## src/rtl/csel_pkg.sv

```systemverilog
package csel_pkg;

    typedef enum logic [2:0] {
        ST_IDLE       = 3'd0,
        ST_RUNNING    = 3'd1,
        ST_ROB_SQUASH = 3'd2,
        ST_TRAP_WAIT  = 3'd3,
        ST_FETCH_TRAP = 3'd4
    } cstat_e;

    typedef enum logic [1:0] {
        POL_AGGRESSIVE = 2'd0,
        POL_ROTATE     = 2'd1,
        POL_OLDEST     = 2'd2,
        POL_SPARE      = 2'd3
    } cpol_e;

    localparam int STATUS_W = 3;

    // Status codes that allow a thread to take a commit slot
    function automatic logic status_can_commit(input logic [STATUS_W-1:0] code);
        return (code == ST_IDLE) || (code == ST_RUNNING) || (code == ST_FETCH_TRAP);
    endfunction

    function automatic int tid_width(input int n);
        return (n > 1) ? $clog2(n) : 1;
    endfunction

endpackage

```

## src/rtl/csel_elig.sv

```systemverilog
module csel_elig
    import csel_pkg::*;
#(
    parameter int NUM_THREADS = 4,
    parameter bit NEED_HEAD   = 1'b1
) (
    input  logic [NUM_THREADS-1:0]               active_i,
    input  logic [NUM_THREADS-1:0][STATUS_W-1:0] status_i,
    input  logic [NUM_THREADS-1:0]               empty_i,
    input  logic [NUM_THREADS-1:0]               head_rdy_i,
    output logic [NUM_THREADS-1:0]               cand_o
);
    for (genvar t = 0; t < NUM_THREADS; t++) begin : g_thr
        logic state_ok;
        assign state_ok = active_i[t] && status_can_commit(status_i[t]);
        if (NEED_HEAD) begin : g_head
            assign cand_o[t] = state_ok && !empty_i[t] && head_rdy_i[t];
        end else begin : g_nohead
            assign cand_o[t] = state_ok;
        end
    end
endmodule

```

## src/rtl/csel_oldest.sv

```systemverilog
module csel_oldest #(
    parameter int NUM_THREADS = 4,
    parameter int SEQ_W       = 16,
    parameter int TID_W       = 2
) (
    input  logic [NUM_THREADS-1:0]            cand_i,
    input  logic [NUM_THREADS-1:0][SEQ_W-1:0] seq_i,
    output logic                              vld_o,
    output logic [TID_W-1:0]                  tid_o
);
    logic [SEQ_W-1:0] best_seq;

    // Linear scan; strict compare keeps the lower index on ties
    always_comb begin
        vld_o    = 1'b0;
        tid_o    = '0;
        best_seq = '0;
        for (int t = 0; t < NUM_THREADS; t++) begin
            if (cand_i[t] && (!vld_o || (seq_i[t] < best_seq))) begin
                vld_o    = 1'b1;
                tid_o    = TID_W'(t);
                best_seq = seq_i[t];
            end
        end
    end
endmodule

```

## src/rtl/csel_rr.sv

```systemverilog
module csel_rr #(
    parameter int NUM_THREADS = 4,
    parameter int TID_W       = 2
) (
    input  logic                   clk,
    input  logic                   rst,
    input  logic                   advance_i,
    input  logic [NUM_THREADS-1:0] cand_i,
    output logic                   vld_o,
    output logic [TID_W-1:0]       tid_o
);
    logic [NUM_THREADS-1:0][TID_W-1:0] ord_q;
    logic [NUM_THREADS-1:0][TID_W-1:0] ord_nxt;
    logic [TID_W-1:0]                  pos;

    // Scan the list from its front
    always_comb begin
        vld_o = 1'b0;
        tid_o = '0;
        pos   = '0;
        for (int k = 0; k < NUM_THREADS; k++) begin
            if (!vld_o && (int'(ord_q[k]) < NUM_THREADS) && cand_i[ord_q[k]]) begin
                vld_o = 1'b1;
                tid_o = ord_q[k];
                pos   = TID_W'(k);
            end
        end
    end

    // Granted entry goes to the back, entries behind it move up
    always_comb begin
        ord_nxt = ord_q;
        for (int k = 0; k < NUM_THREADS - 1; k++) begin
            if (k >= int'(pos)) ord_nxt[k] = ord_q[k+1];
        end
        ord_nxt[NUM_THREADS-1] = ord_q[pos];
    end

    always_ff @(posedge clk) begin
        if (rst) begin
            for (int k = 0; k < NUM_THREADS; k++) ord_q[k] <= TID_W'(k);
        end else if (advance_i && vld_o) begin
            ord_q <= ord_nxt;
        end
    end

    logic [NUM_THREADS-1:0] seen;
    always_comb begin
        seen = '0;
        for (int k = 0; k < NUM_THREADS; k++) begin
            if (int'(ord_q[k]) < NUM_THREADS) seen[ord_q[k]] = 1'b1;
        end
    end

    assert_list_perm_R7: assert property (@(posedge clk) disable iff (rst)
        $countones(seen) == NUM_THREADS);

    assert_list_hold_R8: assert property (@(posedge clk) disable iff (rst)
        !(advance_i && vld_o) |=> $stable(ord_q));

endmodule

```

## src/rtl/commit_thread_sel.sv

```systemverilog
module commit_thread_sel
    import csel_pkg::*;
#(
    parameter int NUM_THREADS = 4,
    parameter int SEQ_W       = 16
) (
    input  logic                                       clk,
    input  logic                                       rst,
    input  logic [1:0]                                 policy_i,
    input  logic                                       req_i,
    input  logic [NUM_THREADS-1:0]                     active_i,
    input  logic [NUM_THREADS-1:0][STATUS_W-1:0]       status_i,
    input  logic [NUM_THREADS-1:0]                     empty_i,
    input  logic [NUM_THREADS-1:0]                     head_rdy_i,
    input  logic [NUM_THREADS-1:0][SEQ_W-1:0]          head_seq_i,
    output logic                                       grant_vld_o,
    output logic [tid_width(NUM_THREADS)-1:0]          grant_tid_o
);
    localparam int  TID_W  = tid_width(NUM_THREADS);
    localparam bit  MULTI  = (NUM_THREADS > 1);

    logic [NUM_THREADS-1:0] cand;
    logic                   is_rot;

    assign is_rot = (policy_i == POL_ROTATE);

    csel_elig #(
        .NUM_THREADS (NUM_THREADS),
        .NEED_HEAD   (MULTI)
    ) u_elig (
        .active_i   (active_i),
        .status_i   (status_i),
        .empty_i    (empty_i),
        .head_rdy_i (head_rdy_i),
        .cand_o     (cand)
    );

    if (MULTI) begin : g_multi
        logic             old_vld, rot_vld;
        logic [TID_W-1:0] old_tid, rot_tid;

        csel_oldest #(
            .NUM_THREADS (NUM_THREADS),
            .SEQ_W       (SEQ_W),
            .TID_W       (TID_W)
        ) u_oldest (
            .cand_i (cand),
            .seq_i  (head_seq_i),
            .vld_o  (old_vld),
            .tid_o  (old_tid)
        );

        csel_rr #(
            .NUM_THREADS (NUM_THREADS),
            .TID_W       (TID_W)
        ) u_rr (
            .clk       (clk),
            .rst       (rst),
            .advance_i (req_i && is_rot),
            .cand_i    (cand),
            .vld_o     (rot_vld),
            .tid_o     (rot_tid)
        );

        assign grant_vld_o = is_rot ? rot_vld : old_vld;
        assign grant_tid_o = is_rot ? rot_tid : old_tid;

        // Port-level view of the oldest-head rule
        logic older_exists;
        logic any_qual;
        always_comb begin
            older_exists = 1'b0;
            any_qual     = 1'b0;
            for (int t = 0; t < NUM_THREADS; t++) begin
                if (active_i[t] && status_can_commit(status_i[t]) &&
                    !empty_i[t] && head_rdy_i[t]) begin
                    any_qual = 1'b1;
                    if ((head_seq_i[t] < head_seq_i[grant_tid_o]) ||
                        ((head_seq_i[t] == head_seq_i[grant_tid_o]) &&
                         (t < int'(grant_tid_o))))
                        older_exists = 1'b1;
                end
            end
        end

        assert_head_ready_R2: assert property (@(posedge clk) disable iff (rst)
            grant_vld_o |-> (head_rdy_i[grant_tid_o] && !empty_i[grant_tid_o]));

        assert_oldest_pick_R3: assert property (@(posedge clk) disable iff (rst)
            (grant_vld_o && !is_rot) |-> !older_exists);

        assert_grant_when_any_R10: assert property (@(posedge clk) disable iff (rst)
            any_qual |-> grant_vld_o);
    end else begin : g_single
        assign grant_vld_o = cand[0];
        assign grant_tid_o = '0;

        assert_single_grant_R9: assert property (@(posedge clk) disable iff (rst)
            (active_i[0] && status_can_commit(status_i[0])) |-> grant_vld_o);
    end

    assert_grant_state_R1: assert property (@(posedge clk) disable iff (rst)
        grant_vld_o |-> (active_i[grant_tid_o] && status_can_commit(status_i[grant_tid_o])));

    assert_idle_index_R10: assert property (@(posedge clk) disable iff (rst)
        !grant_vld_o |-> (grant_tid_o == '0));

endmodule

```

## config.mk

```make
export PLATFORM = sky130hd
export DESIGN_NAME = commit_thread_sel
export DESIGN_NICKNAME = d
export VERILOG_FILES = /design/src/rtl/csel_pkg.sv /design/src/rtl/csel_elig.sv /design/src/rtl/csel_oldest.sv /design/src/rtl/csel_rr.sv /design/src/rtl/commit_thread_sel.sv
export SDC_FILE = /design/constraint.sdc
export NUM_CORES = 1
export LEC_CHECK = 0
export ABC_CLOCK_PERIOD_IN_PS = 21600
export CORE_MARGIN = 2
export CORE_UTILIZATION = 42
export DETAILED_ROUTE_END_ITERATION = 6
export HOLD_SLACK_MARGIN = 0.08
export PLACE_DENSITY = 0.88
export SETUP_SLACK_MARGIN = 0.5
export SLEW_MARGIN = 5
export SYNTH_ARGS = -nofsm -noshare
export SYNTH_HDL_FRONTEND = slang
export SYNTH_HIERARCHICAL = 1
export SYNTH_SLANG_ARGS = --single-unit
export TNS_END_PERCENT = 100
```

## constraint.sdc

```tcl
create_clock -name clk -period 21.6 [get_ports clk]
set_input_delay 3.24 -clock clk [delete_from_list [all_inputs] [get_ports clk]]
set_output_delay 3.24 -clock clk [all_outputs]
set_load 0.02 [all_outputs]
```

-- Word-level counts from Yosys, hierarchy flattened
Index checks and enable logic that the tools add are counted.
- equality and inequality tests: 9
- reductions and logical operators: 48
- mux-type cells: 33
- bitwise operators: 0
- div/mod/pow operators: 0
- order comparisons: 11
- add/subtract/negate cells: 0
- shift-type cells: 0
- multiply operators: 0
- operators by type and width (kind ; number):
    $lt 16x16->1 ; 3
    $mux 16 ; 3
    $logic_and 1x1->1 ; 20
    $mux 2 ; 10
    $lt 2x3->1 const B ; 5
    $mux 1 ; 15
    $eq 3x1->1 const B ; 4
    $eq 3x3->1 const B ; 4
    $logic_not 3->1 ; 4
    $logic_or 1x1->1 ; 11
    $logic_not 1->1 ; 10
    $bmux 1 s2 ; 4
    $reduce_and 2->1 ; 3
    $bmux 2 s2 ; 1
    $ge 1x2->1 const A ; 2
    $eq 2x1->1 const B ; 1
    $ge 2x2->1 const A ; 1
- RAM bits: 0
- bits in latches: 0
- input bits: 93
- bits in read-only memories: 0
- output and inout bits: 3
- word-level logic and storage cells: 105
- memories: 0
- bits in registers: 8

-- Depth between registers and ports, before layout
Gate-level depths: netlist of the first run.
- depth after elaboration: 20
- mapped depth: 32
- depth with buffers taken out: 28

-- By module
Netlist of the first run, hierarchy kept.
- modules (own cells, without submodules) (module ; times used ; area each (um2) ; sequential area each (um2) ; cells an instance):
    csel_oldest ; 1 ; 1619.1 ; 0.0 ; 226
    csel_rr ; 1 ; 566.8 ; 160.2 ; 60
    csel_elig ; 1 ; 80.1 ; 0.0 ; 8
    commit_thread_sel ; 1 ; 66.3 ; 0.0 ; 5

-- Worst setup path after synthesis of the first run
Ideal clock, no wire load.
- path type: input port to output port
- start: input port empty_i[0]
- end: output port grant_tid_o[0]
- arrival: 9016 ps
- path buffers: 4
- stages on the path: 31
- path slack: 9344 ps
- cell sequence: nand4bb_1 -> a21oi_2 -> buf_4 -> clkbuf_1 -> nand2_1 -> ha_1 -> a21o_1 -> a221o_1 -> a22oi_2 -> a21bo_2 -> nand2_1 -> buf_2 -> a21oi_1 -> inv_1 -> ha_1 -> o21ai_2 -> or4_1 -> nand2b_1 -> and3_1 -> inv_1 -> o21ai_4 -> buf_6 -> mux2i_1 -> ha_1 -> nand3_1 -> o211ai_1 -> or4_1 -> a211oi_1 -> o21ai_0 -> o221ai_1 -> mux2_4
- longest elaborated chain between the ends: 17
- elaborated cells on any way between the ends: 46
- classes of those cells: order compare: 3; mux: 25; reduce/logical: 18
- RTL lines (element ; RTL line ; text):
    start, declared ; commit_thread_sel.sv:13 ; input logic [NUM_THREADS-1:0] empty_i,
    $logic_not 1->1 (*) ; csel_elig.sv:17 ; assign cand_o[t] = state_ok && !empty_i[t] && head_rdy_i[t];
    $logic_and 1x1->1 (*) (2 in series) ; csel_elig.sv:17 ;
    via cand[0] ; commit_thread_sel.sv:22 ; logic [NUM_THREADS-1:0] cand;
    $mux 16 / $mux 1 (equally long branches) ; csel_oldest.sv:19 ; if (cand_i[t] && (!vld_o || (seq_i[t] < best_seq))) begin
    $lt 16x16->1 / $logic_not 1->1 (equally long branches) ; csel_oldest.sv:19 ;
    $logic_or 1x1->1 ; csel_oldest.sv:19 ;
    $logic_and 1x1->1 ; csel_oldest.sv:19 ;
    $mux 16 / $mux 1 (equally long branches) ; csel_oldest.sv:19 ;
    [... 2 more ...] ; -- ;
    $logic_and 1x1->1 ; csel_oldest.sv:19 ;
    $mux 16 / $mux 1 (equally long branches) ; csel_oldest.sv:19 ;
    $lt 16x16->1 / $logic_not 1->1 (equally long branches) ; csel_oldest.sv:19 ;
    $logic_or 1x1->1 ; csel_oldest.sv:19 ;
    $logic_and 1x1->1 ; csel_oldest.sv:19 ;
    $mux 2 (*) ; csel_oldest.sv:19 ;
    via g_multi.old_tid[0] ; commit_thread_sel.sv:40 ; logic [TID_W-1:0] old_tid, rot_tid;
    $mux 2 (*) ; commit_thread_sel.sv:66 ; assign grant_tid_o = is_rot ? rot_tid : old_tid;
    end, declared ; commit_thread_sel.sv:17 ; output logic [tid_width(NUM_THREADS)-1:0] grant_tid_o
Mark *: on every way through the listed nets, which the timed path passes. The rest lies on a longest branch. The select of a mux whose other input is x is not followed.

-- Worst setup path in the final report of the first run
- start: input port active_i[0]
- end: output port grant_tid_o[0]
- longest elaborated chain between the ends: 17
- elaborated cells on any way between the ends: 46
- classes of those cells: order compare: 3; mux: 25; reduce/logical: 18
- RTL lines (element ; RTL line ; text):
    start, declared ; commit_thread_sel.sv:11 ; input logic [NUM_THREADS-1:0] active_i,
    $logic_and 1x1->1 (*) ; csel_elig.sv:15 ; assign state_ok = active_i[t] && status_can_commit(status_i[t]);
    $logic_and 1x1->1 (*) (2 in series) ; csel_elig.sv:17 ;
    via cand[0] ; commit_thread_sel.sv:22 ;
    $mux 16 / $mux 1 (equally long branches) ; csel_oldest.sv:19 ;
    $lt 16x16->1 / $logic_not 1->1 (equally long branches) ; csel_oldest.sv:19 ;
    $logic_or 1x1->1 ; csel_oldest.sv:19 ;
    $logic_and 1x1->1 ; csel_oldest.sv:19 ;
    $mux 16 / $mux 1 (equally long branches) ; csel_oldest.sv:19 ;
    [... 2 more ...] ; -- ;
    $logic_and 1x1->1 ; csel_oldest.sv:19 ;
    $mux 16 / $mux 1 (equally long branches) ; csel_oldest.sv:19 ;
    $lt 16x16->1 / $logic_not 1->1 (equally long branches) ; csel_oldest.sv:19 ;
    $logic_or 1x1->1 ; csel_oldest.sv:19 ;
    $logic_and 1x1->1 ; csel_oldest.sv:19 ;
    $mux 2 (*) ; csel_oldest.sv:19 ;
    via g_multi.old_tid[0] ; commit_thread_sel.sv:40 ;
    $mux 2 (*) ; commit_thread_sel.sv:66 ;
Marks and branches as above.

==> results of run 1 <==
power by group:
group	switching, mW	total (mW)	internal, mW
logic	0.0188	0.0452	0.0264
clock network	0.00667	0.0188	0.0121
registers	0.000290	0.0153	0.0150
tightest hold or removal path, stage by stage, from the launching register on:
cell and delay (ps):
dfxtp_1 330, nand2_1 70, a21oi_1 50
cells in the final DEF, fill, tap and decap left out, drive strengths merged, types with 2 or more instances in the layout:
cell type       n
a211oi          4
or4             4
nand4bb         4
mux4            4
nand2b          3
o211ai          2
a21o            2
a2bb2oi         2
inv            21
mux2            4
nor2b           2
a2111oi         3
and3            2
and2            3
dfxtp           8
nor4            4
nand3           8
nor2           12
nand4           6
a211o           2
clkbuf          3
nand2          36
o31ai           3
nand3b          2
a31oi          16
nor3            5
a21oi          42
o21ai          14
ha             45
clkdlybuf4s50  95
mux2i          17
logic make-up (layout without fill, tap and decap cells):
logic type / count (synthesis) / in the layout / synth area share [%]
DFF: 8 / 8 / 6.87
and+or+nand+nor: 92 / 92 / 21.2
buffers and inverters: 30 / 120 / 5.69
adders and majority gates: 45 / 45 / 24.1
muxes: 25 / 25 / 13.7
AOI/OAI and AO/OA: 99 / 99 / 28.4
layout make-up:
class                   instances  area, sq um
clock buffers                   3         41.3
fillers                       458         2070
inverters                      21         78.8
multi-input cells             261         2040
flip-flops and latches          8          160
well taps                      72         90.1
repair buffers                 96          958
final timing paths:
path | startpoint | end | slack, ps | cells past startpoint
worst min register to register | g_multi.u_rr/ord_q[1]$_SDFFE_PP0P_ | g_multi.u_rr/ord_q[1]$_SDFFE_PP0P_ | 510 | 2
worst max register to register | g_multi.u_rr/ord_q[0]$_SDFFE_PP0P_ | g_multi.u_rr/ord_q[5]$_SDFFE_PP1P_ | 19620 | 4
worst max-delay path | active_i[0] | grant_tid_o[0] | 7550 | 31
worst min-delay path | g_multi.u_rr/ord_q[1]$_SDFFE_PP0P_ | g_multi.u_rr/ord_q[1]$_SDFFE_PP0P_ | 510 | 2
metrics by stage:
step | cell area, sq um | hold slack, ps | std cells | setup WS, ps | total power [mW]
finish | 3370 | 506 | 461 | 7550 | 0.0793
global route | 3370 | 542 | 461 | 6930 | 0.0849
CTS | 3370 | 512 | 461 | 7640 | 0.0790
detailed placement | 3330 | 508 | 458 | 7670 | 0.0601
global placement | 3330 | 496 | 458 | 7850 | 0.0589
floorplan | 2330 | 467 | 299 | 9340 | 0.0359
metal layers:
| layer | wire length (microns) | GRT usage (%) | share of wire (%) | vias up |
|---|---|---|---|---|
| met5 | 0 | 0 | 0 | - |
| met4 | 44 | 2.11 | 0.62 | 0 |
| met3 | 628 | 4.37 | 8.9 | 6 |
| met2 | 3250 | 41.1 | 46 | 137 |
| met1 | 3140 | 28.9 | 45 | 1203 |
| li1 | - | - | - | 1338 |
==> out/qor.txt, run 1 <==
Number of global-route vias before repair -> 2610
Family with the most delay on the worst path -> compound AO/OA/AOI/OAI gates
Utilization after layout -> 61.9%
Peak supply drop -> 0.0234 mV
Synthesized area per cell -> 7.80 sq um
Clock tree buffer depth -> 2
Yosys cell types -> 55
Post-CTS Setup Bufs -> 0
Max H-tree Level -> 1
CTS tree -> yes
#FFs+latches synth -> 8
Most common library cells after synthesis -> 45 x ha_1, 38 x a21oi_1, 36 x nand2_1
CP max-delay cell -> o21ai_4
Clk slew on worst S/H paths -> 50 ps
Cell area power density -> 23.5 mW/mm^2
Rows -> 27
Hold buffers post-CTS -> 0
Yosys warning total -> 6
CP Buf/Inv Count -> 5
Post-synth EDFFs -> 0
Area Growth Syn to Fin -> 44.4%
GP Congestion -> 0.912
Fraction of layout cells with a size suffix above 1 -> 6.94%
Clock Sinks -> 8
Final Hold Vio Count -> 0
Max Transition Viols Final -> 0
Hold WC Path Type -> reg2reg
Status -> complete, no violations
CP Launch Type -> input pin
Max transition margin -> 54.3%
Routed wire length -> 7070 microns
Tmin final -> 14050 ps
Count leader, synth -> ha_1
Die ar. -> 0.00617 sq mm
Gr ovfl total -> 0
Synth top area share -> 24.1%
CP arrival -> 10810 ps
Max Cap Viol -> 0
Pre-Repair DR Iteration Count -> 5
Core Region -> 0.00544 sq mm
Port bufs -> 95
Initial antenna violation count -> 0
N_diodes -> 0
I/O pins -> 96
Leakage -> 1.20 nW
Worst EP required -> 18360 ps
Post-Synthesis Cells -> 299
All-layer global routing usage -> 22.8%
Ys flop type -> dfxtp_1
Final setup violation count -> 0
Die height -> 78.5 microns
Vias per inst -> 5.82
Setup TNS Final -> 0 ps
Largest net degree at the start of global routing -> 42
Slew @ Worst Pin -> 683 ps
Syn nets -> 437
Initial Util -> 42.9%
PostCTS Resize Cnt -> 0
DRT iter0 DRCs -> 212
CP peak stage delay -> 550 ps
WL per Instance -> 15.3 microns
Top cells by area, synth -> ha_1 24%, a21oi_1 8.2%, mux2i_1 7.3%
Post-synth ARST share -> 0%
Max Fclk -> 71.2 MHz
CTS Root Cell -> clkbuf_8
Num CTS Buffers -> 3
Cell taking the most area after synthesis -> ha_1
First-pass GRT wire length -> 11700 microns
Remaining antenna violation count -> 0
Final nets -> 529
RSZ-0062 raised after global routing -> no
Max Clock Skew -> 7.36 ps
Die X-Extent -> 78.5 microns
Worst setup EP type -> output port
Hpwl dp -> 5910 microns
# DRC -> 0
Seq/Total Area, Yosys -> 6.87%
Part of the cycle the worst path needs -> 65.1%
CP Class -> in2out
Clk_lat worst skew -> 240 ps
Crit-path max FO -> 41
Vias -> 2684
Post-Syn Area -> 0.00233 sq mm
Power figures use the tool's default switching activity.
==> inputs of run 2 (changes only) <==
--- a/config.mk
+++ b/config.mk
@@ -5,12 +5,12 @@
 export SDC_FILE = /design/constraint.sdc
 export NUM_CORES = 1
 export LEC_CHECK = 0
-export ABC_CLOCK_PERIOD_IN_PS = 21600
+export ABC_CLOCK_PERIOD_IN_PS = 12100
 export CORE_MARGIN = 2
-export CORE_UTILIZATION = 42
+export CORE_UTILIZATION = 40
 export DETAILED_ROUTE_END_ITERATION = 6
 export HOLD_SLACK_MARGIN = 0.08
-export PLACE_DENSITY = 0.88
+export PLACE_DENSITY = 0.87
 export SETUP_SLACK_MARGIN = 0.5
 export SLEW_MARGIN = 5
 export SYNTH_ARGS = -nofsm -noshare
==> constraint.sdc (replaced) <==
create_clock -name clk -period 12.1 [get_ports clk]
set_input_delay 1.815 -clock clk [delete_from_list [all_inputs] [get_ports clk]]
set_output_delay 1.815 -clock clk [all_outputs]
set_load 0.02 [all_outputs]
==> out/qor.txt, run 2 (same netlist as run 1, synthesis figures left out) <==
Hold Crit Endpoint -> g_multi.u_rr/ord_q[1]$_SDFFE_PP0P_
CP Buf/Inv Count -> 7 (+2)
Die height -> 80.4 microns (+2.3%)
Worst EP required -> 10280 ps (-8080 ps)
Num CTS Buffers -> 3 (unchanged)
Max H-tree Level -> 1 (unchanged)
Placement Cell Area -> 0.00333 sq mm (unchanged)
DRT met1 WL -> 3050 microns (-3.1%)
Worst Hold Launch -> g_multi.u_rr/ord_q[1]$_SDFFE_PP0P_
Clk slew on worst S/H paths -> 40 ps (about the same)
Worst setup EP type -> output port
N_diodes -> 0 (unchanged)
Setup TNS Final -> 0 ps (unchanged)
Post-route cell area -> 0.00342 sq mm (+1.5%)
Clk_lat worst skew -> 230 ps (about the same)
Vias -> 2705 (+0.78%)
Area Growth Syn to Fin -> 46.6%
Combinational Power Share -> 58.1% (+1.1 points)
Status -> complete, no violations
Crit-path max FO -> 41 (unchanged)
Most common library cell in the layout ignoring fill and taps -> clkdlybuf4s50_1
CTS Root Cell -> clkbuf_8
Clock Sinks -> 8 (unchanged)
Family with the most delay on the worst path -> simple AND/OR/NAND/NOR gates
Post-CTS Setup Bufs -> 0 (unchanged)
Max Fclk -> 90.3 MHz
Die ar. -> 0.00646 sq mm (+4.7%)
Switch share -> 31.3% (-1.2 points)
Seq pwr share -> 19.6% (+0.3 points)
Place WS -> 1020 ps (-6660 ps)
CP Launch Type -> input pin
I/O pins -> 96 (unchanged)
Vias per inst -> 5.80 (-0.30%)
CP Class -> in2out
Top layer in use -> met4
Final nets -> 534 (+0.95%)
Final setup violation count -> 0 (unchanged)
Gr ovfl total -> 0 (unchanged)
Max transition margin -> 63.1% (+8.8 points)
First-pass GRT wire length -> 11600 microns (-1.2%)
GP Congestion -> 0.936 (+2.7%)
CP peak stage delay -> 540 ps (about the same)
Final hold slack -> 529 ps (+22.1 ps)
Die X-Extent -> 80.4 microns (+2.3%)
Fin worst setup slack -> 1020 ps (-6530 ps)
Clock power share -> 22.4% (-1.3 points)
Max Clock Skew -> 5.29 ps (-2.06 ps)
Initial antenna violation count -> 0 (unchanged)
Hold WC Path Type -> reg2reg
Part of the cycle the worst path needs -> 91.6%
Met3 WL -> 497 microns (-21%)
Initial Util -> 41.8% (-1.0 points)
Remaining antenna violation count -> 0 (unchanged)
PostCTS Resize Cnt -> 0 (unchanged)
Power Internal -> 0.0960 mW (+79%)
Hold depth -> 2 (unchanged)
All-layer global routing usage -> 21.7% (-1.1 points)
Met2 wire length -> 3370 microns (+3.9%)
RSZ-0062 raised after global routing -> no
Commonest cells after routing, fill and taps aside -> 95 x clkdlybuf4s50_1, 45 x ha_1, 38 x a21oi_1
Psw -> 0.0437 mW (+70%)
Final Non-Filler Cells -> 466 (+1.1%)
CP max-delay cell -> or4_1
Final Hold Vio Count -> 0 (unchanged)
Tmin final -> 11080 ps
DRT iter0 DRCs -> 168 (-21%)
Clock tree buffer depth -> 2 (unchanged)
Hpwl dp -> 5810 microns (-1.7%)
Reg2reg start -> g_multi.u_rr/ord_q[0]$_SDFFE_PP0P_
Number of global-route vias before repair -> 2681 (+2.7%)
Max Transition Viols Final -> 0 (unchanged)
Routed wire length -> 6970 microns (-1.3%)
Placed insts -> 458 (unchanged)
Core Region -> 0.00557 sq mm (+2.5%)
Worst setup slack for register-to-register paths -> 10070 ps (-9550 ps)
Capturing point of the worst reg2reg path -> g_multi.u_rr/ord_q[5]$_SDFFE_PP1P_
Largest net degree at the start of global routing -> 42 (unchanged)
Max Cap Viol -> 0 (unchanged)
Utilization after layout -> 61.3% (-0.60 points)
Tot Pwr -> 0.140 mW (+76%)
# DRC -> 0 (unchanged)
Pre-Repair DR Iteration Count -> 4 (-1)
CP arrival -> 9270 ps (-1540 ps)
Slew @ Worst Pin -> 552 ps (-131 ps)
WL per Instance -> 15.0 microns (-2.4%)
Rows -> 27 (unchanged)
Worst r2r path cells -> 4 (unchanged)
Leakage -> 1.23 nW (+2.5%)
Peak supply drop -> 0.0376 mV (+61%)
Fraction of layout cells with a size suffix above 1 -> 8.12% (+1.2 points)
Port bufs -> 95 (unchanged)
Cell area power density -> 40.9 mW/mm^2 (+74%)
Hold buffers post-CTS -> 0 (unchanged)
CTS tree -> yes
## run 2: cell count changes in the layout (fill, tap and decap cells not counted)
cell / before / now
buf_4: 1 / 5
buf_12: 0 / 1
## run 2: layout make-up
| cell class | instances | area (sq um) |
|---|---|---|
| inverter | 21 | 78.8 |
| sequential | 8 | 160 |
| clock buffer | 3 | 41.3 |
| tap | 72 | 90.1 |
| timing repair buffer | 101 | 1010 |
| multi-input combinational | 261 | 2040 |
| fill | 470 | 2160 |
## run 2: layer usage
layer	track usage [%]	vias up
li1	-	1348
met1	28.5	1246
met2	38.6	105
met3	2.58	6
met4	3.22	0
met5	0	-
## run 2: worst max path at each step
stage               cells past startpoint  slack, ps        start        endpoint
floorplan                              31       2690   empty_i[0]  grant_tid_o[0]
CTS                                    31       1010   empty_i[0]  grant_tid_o[0]
global placement                       30       1190   empty_i[0]  grant_tid_o[0]
finish                                 33       1020   empty_i[0]  grant_tid_o[0]
detailed placement                     31       1020   empty_i[0]  grant_tid_o[0]
global route                           31        510  status_i[1]  grant_tid_o[0]
## run 2: power by group through the flow
stage / clock network [mW] / logic [mW] / registers, mW
after floorplan: 0 / 0.0364 / 0.0276
after global placement: 0 / 0.0767 / 0.0277
after detailed placement: 0 / 0.0794 / 0.0277
after CTS: 0.0324 / 0.0800 / 0.0273
after global routing: 0.0346 / 0.0897 / 0.0273
final: 0.0312 / 0.0812 / 0.0273
## run 2: worst reg2reg max path: cells and delay by family (launching register included)
family           cells  cell delay (ps)
AO/OA/AOI/OAI        2              710
flip-flops           1              440
AND/OR/NAND/NOR      1               80
multiplexers         1              690
==> inputs of run 3 (changes only) <==
--- a/config.mk
+++ b/config.mk
@@ -5,10 +5,9 @@
 export SDC_FILE = /design/constraint.sdc
 export NUM_CORES = 1
 export LEC_CHECK = 0
-export ABC_CLOCK_PERIOD_IN_PS = 12100
-export CORE_MARGIN = 2
 export CORE_UTILIZATION = 40
 export DETAILED_ROUTE_END_ITERATION = 6
+export GPL_ROUTABILITY_DRIVEN = 0
 export HOLD_SLACK_MARGIN = 0.08
 export PLACE_DENSITY = 0.87
 export SETUP_SLACK_MARGIN = 0.5
==> out/qor.txt, run 3 (same netlist as run 1, synthesis figures left out) <==
CP arrival -> 9250 ps (-20 ps)
I/O pins -> 96 (unchanged)
# DRC -> 0 (unchanged)
CP Class -> in2out
Area Growth Syn to Fin -> 46.6% (unchanged)
First-pass GRT wire length -> 11300 microns (-2.8%)
Commonest cells after routing, fill and taps aside -> 95 x clkdlybuf4s50_1, 45 x ha_1, 38 x a21oi_1
Peak supply drop -> 0.0287 mV (-24%)
Initial Util -> 41.8% (unchanged)
Num CTS Buffers -> 3 (unchanged)
Number of global-route vias before repair -> 2586 (-3.5%)
Status -> complete, no violations
Hold buffers post-CTS -> 0 (unchanged)
Max Fclk -> 90.4 MHz (+0.14%)
Part of the cycle the worst path needs -> 91.4% (-0.13 points)
Die height -> 78.4 microns (-2.5%)
Setup TNS Final -> 0 ps (unchanged)
Initial antenna violation count -> 0 (unchanged)
Max transition margin -> 62.0% (-1.2 points)
Pre-Repair DR Iteration Count -> 5 (+1)
Final setup violation count -> 0 (unchanged)
Fillers -> 485 (+3.2%)
Die ar. -> 0.00614 sq mm (-4.9%)
Hpwl dp -> 5780 microns (-0.54%)
Hold WC Path Type -> reg2reg
Cell area power density -> 41.4 mW/mm^2 (+1.4%)
Post-CTS Setup Bufs -> 0 (unchanged)
Clk slew on worst S/H paths -> 40 ps (about the same)
Vias per inst -> 5.86 (+0.96%)
Family with the most delay on the worst path -> simple AND/OR/NAND/NOR gates
Fraction of layout cells with a size suffix above 1 -> 8.12% (unchanged)
Utilization after layout -> 61.3% (unchanged)
DRT iter0 DRCs -> 202 (+20%)
Clock Sinks -> 8 (unchanged)
Max Clock Skew -> 2.93 ps (-2.36 ps)
Crit-path max FO -> 41 (unchanged)
Worst EP required -> 10280 ps (about the same)
Remaining antenna violation count -> 0 (unchanged)
Most common library cell in the layout ignoring fill and taps -> clkdlybuf4s50_1
Reg area -> 160 sq um (unchanged)
Tmin final -> 11060 ps (-15.7 ps)
N_diodes -> 0 (unchanged)
Max Cap Viol -> 0 (unchanged)
RSZ-0062 raised after global routing -> no
Final nets -> 534 (unchanged)
Largest net degree at the start of global routing -> 42 (unchanged)
CP Buf/Inv Count -> 6 (-1)
Die X-Extent -> 78.4 microns (-2.5%)
Final Non-Filler Cells -> 466 (unchanged)
Worst setup EP type -> output port
Slew @ Worst Pin -> 569 ps (+17.3 ps)
Rows -> 27 (unchanged)
Core Region -> 0.00557 sq mm (unchanged)
CP max-delay cell -> clkdlybuf4s50_1
Most frequent cell on the critical path -> ha_1
Routed wire length -> 6990 microns (+0.22%)
Clk_lat worst skew -> 240 ps (about the same)
All-layer global routing usage -> 22.5% (+0.82 points)
Max Transition Viols Final -> 0 (unchanged)
WL per Instance -> 15.0 microns (+0.22%)
Port bufs -> 95 (unchanged)
CTS Root Cell -> clkbuf_8
Final Hold Vio Count -> 0 (unchanged)
CP Launch Type -> input pin
CTS tree -> yes
Footprint of the multi-input gates -> 0.00204 sq mm (unchanged)
PostCTS Resize Cnt -> 0 (unchanged)
Max H-tree Level -> 1 (unchanged)
Placed insts -> 458 (unchanged)
Gr ovfl total -> 0 (unchanged)
CP peak stage delay -> 530 ps (about the same)
Clock tree buffer depth -> 2 (unchanged)
Vias -> 2731 (+0.96%)
Leakage -> 1.23 nW (unchanged)
-- run 3: cell counts in the layout (fill, tap and decap cells not counted) --
Identical to the previous run, type by type.
-- run 3: cell type report --
| type | instances | share of cell area (%) |
|---|---|---|
| Sequential cell | 8 | 4.69 |
| Timing Repair Buffer | 101 | 29.5 |
| Multi-Input combinational cell | 261 | 59.7 |
| Clock buffer | 3 | 1.21 |
| Inverter | 21 | 2.31 |
| Tap cell | 72 | 2.64 |
-- run 3: path summary, 6_finish.rpt --
kind,startpoint,to,slack (ps),cells after the start
setup reg to reg,g_multi.u_rr/ord_q[0]$_SDFFE_PP0P_,g_multi.u_rr/ord_q[5]$_SDFFE_PP1P_,10110,4
hold / removal,g_multi.u_rr/ord_q[1]$_SDFFE_PP0P_,g_multi.u_rr/ord_q[1]$_SDFFE_PP0P_,520,2
setup / recovery,empty_i[0],grant_tid_o[0],1040,32
hold reg to reg,g_multi.u_rr/ord_q[1]$_SDFFE_PP0P_,g_multi.u_rr/ord_q[1]$_SDFFE_PP0P_,520,2
-- run 3: through the flow --
| stage | instance area [sq um] | setup WS [ps] | power (mW) | hold slack, ps |
|---|---|---|---|---|
| floorplan | 2330 | 2690 | 0.0640 | 467 |
| global placement | 3330 | 1170 | 0.104 | 498 |
| detailed placement | 3330 | 954 | 0.107 | 505 |
| CTS | 3370 | 925 | 0.141 | 522 |
| global route | 3420 | 528 | 0.152 | 558 |
| finish | 3420 | 1040 | 0.142 | 521 |
-- run 3: per-layer routing --
layer,vias to the layer above,track usage (%),part of all wire [%]
met2,130,40.5,47
li1,1352,-,-
met3,19,3.60,7.4
met4,0,6.85,2.3
met5,-,0,0
met1,1230,27.2,43
-- run 3: where the power goes --
part / internal, mW / switching, mW
clock: 0.0216 / 0.0114
sequential: 0.0268 / 0.000507
combinational: 0.0478 / 0.0336
total: 0.0962 / 0.0455
-- run 3: worst register-to-register path: cells and delay by family (launching register included) --
kind,cells,cell delay (ps)
muxes,1,690
AOI/OAI and AO/OA,2,690
DFF,1,420
and+or+nand+nor,1,70
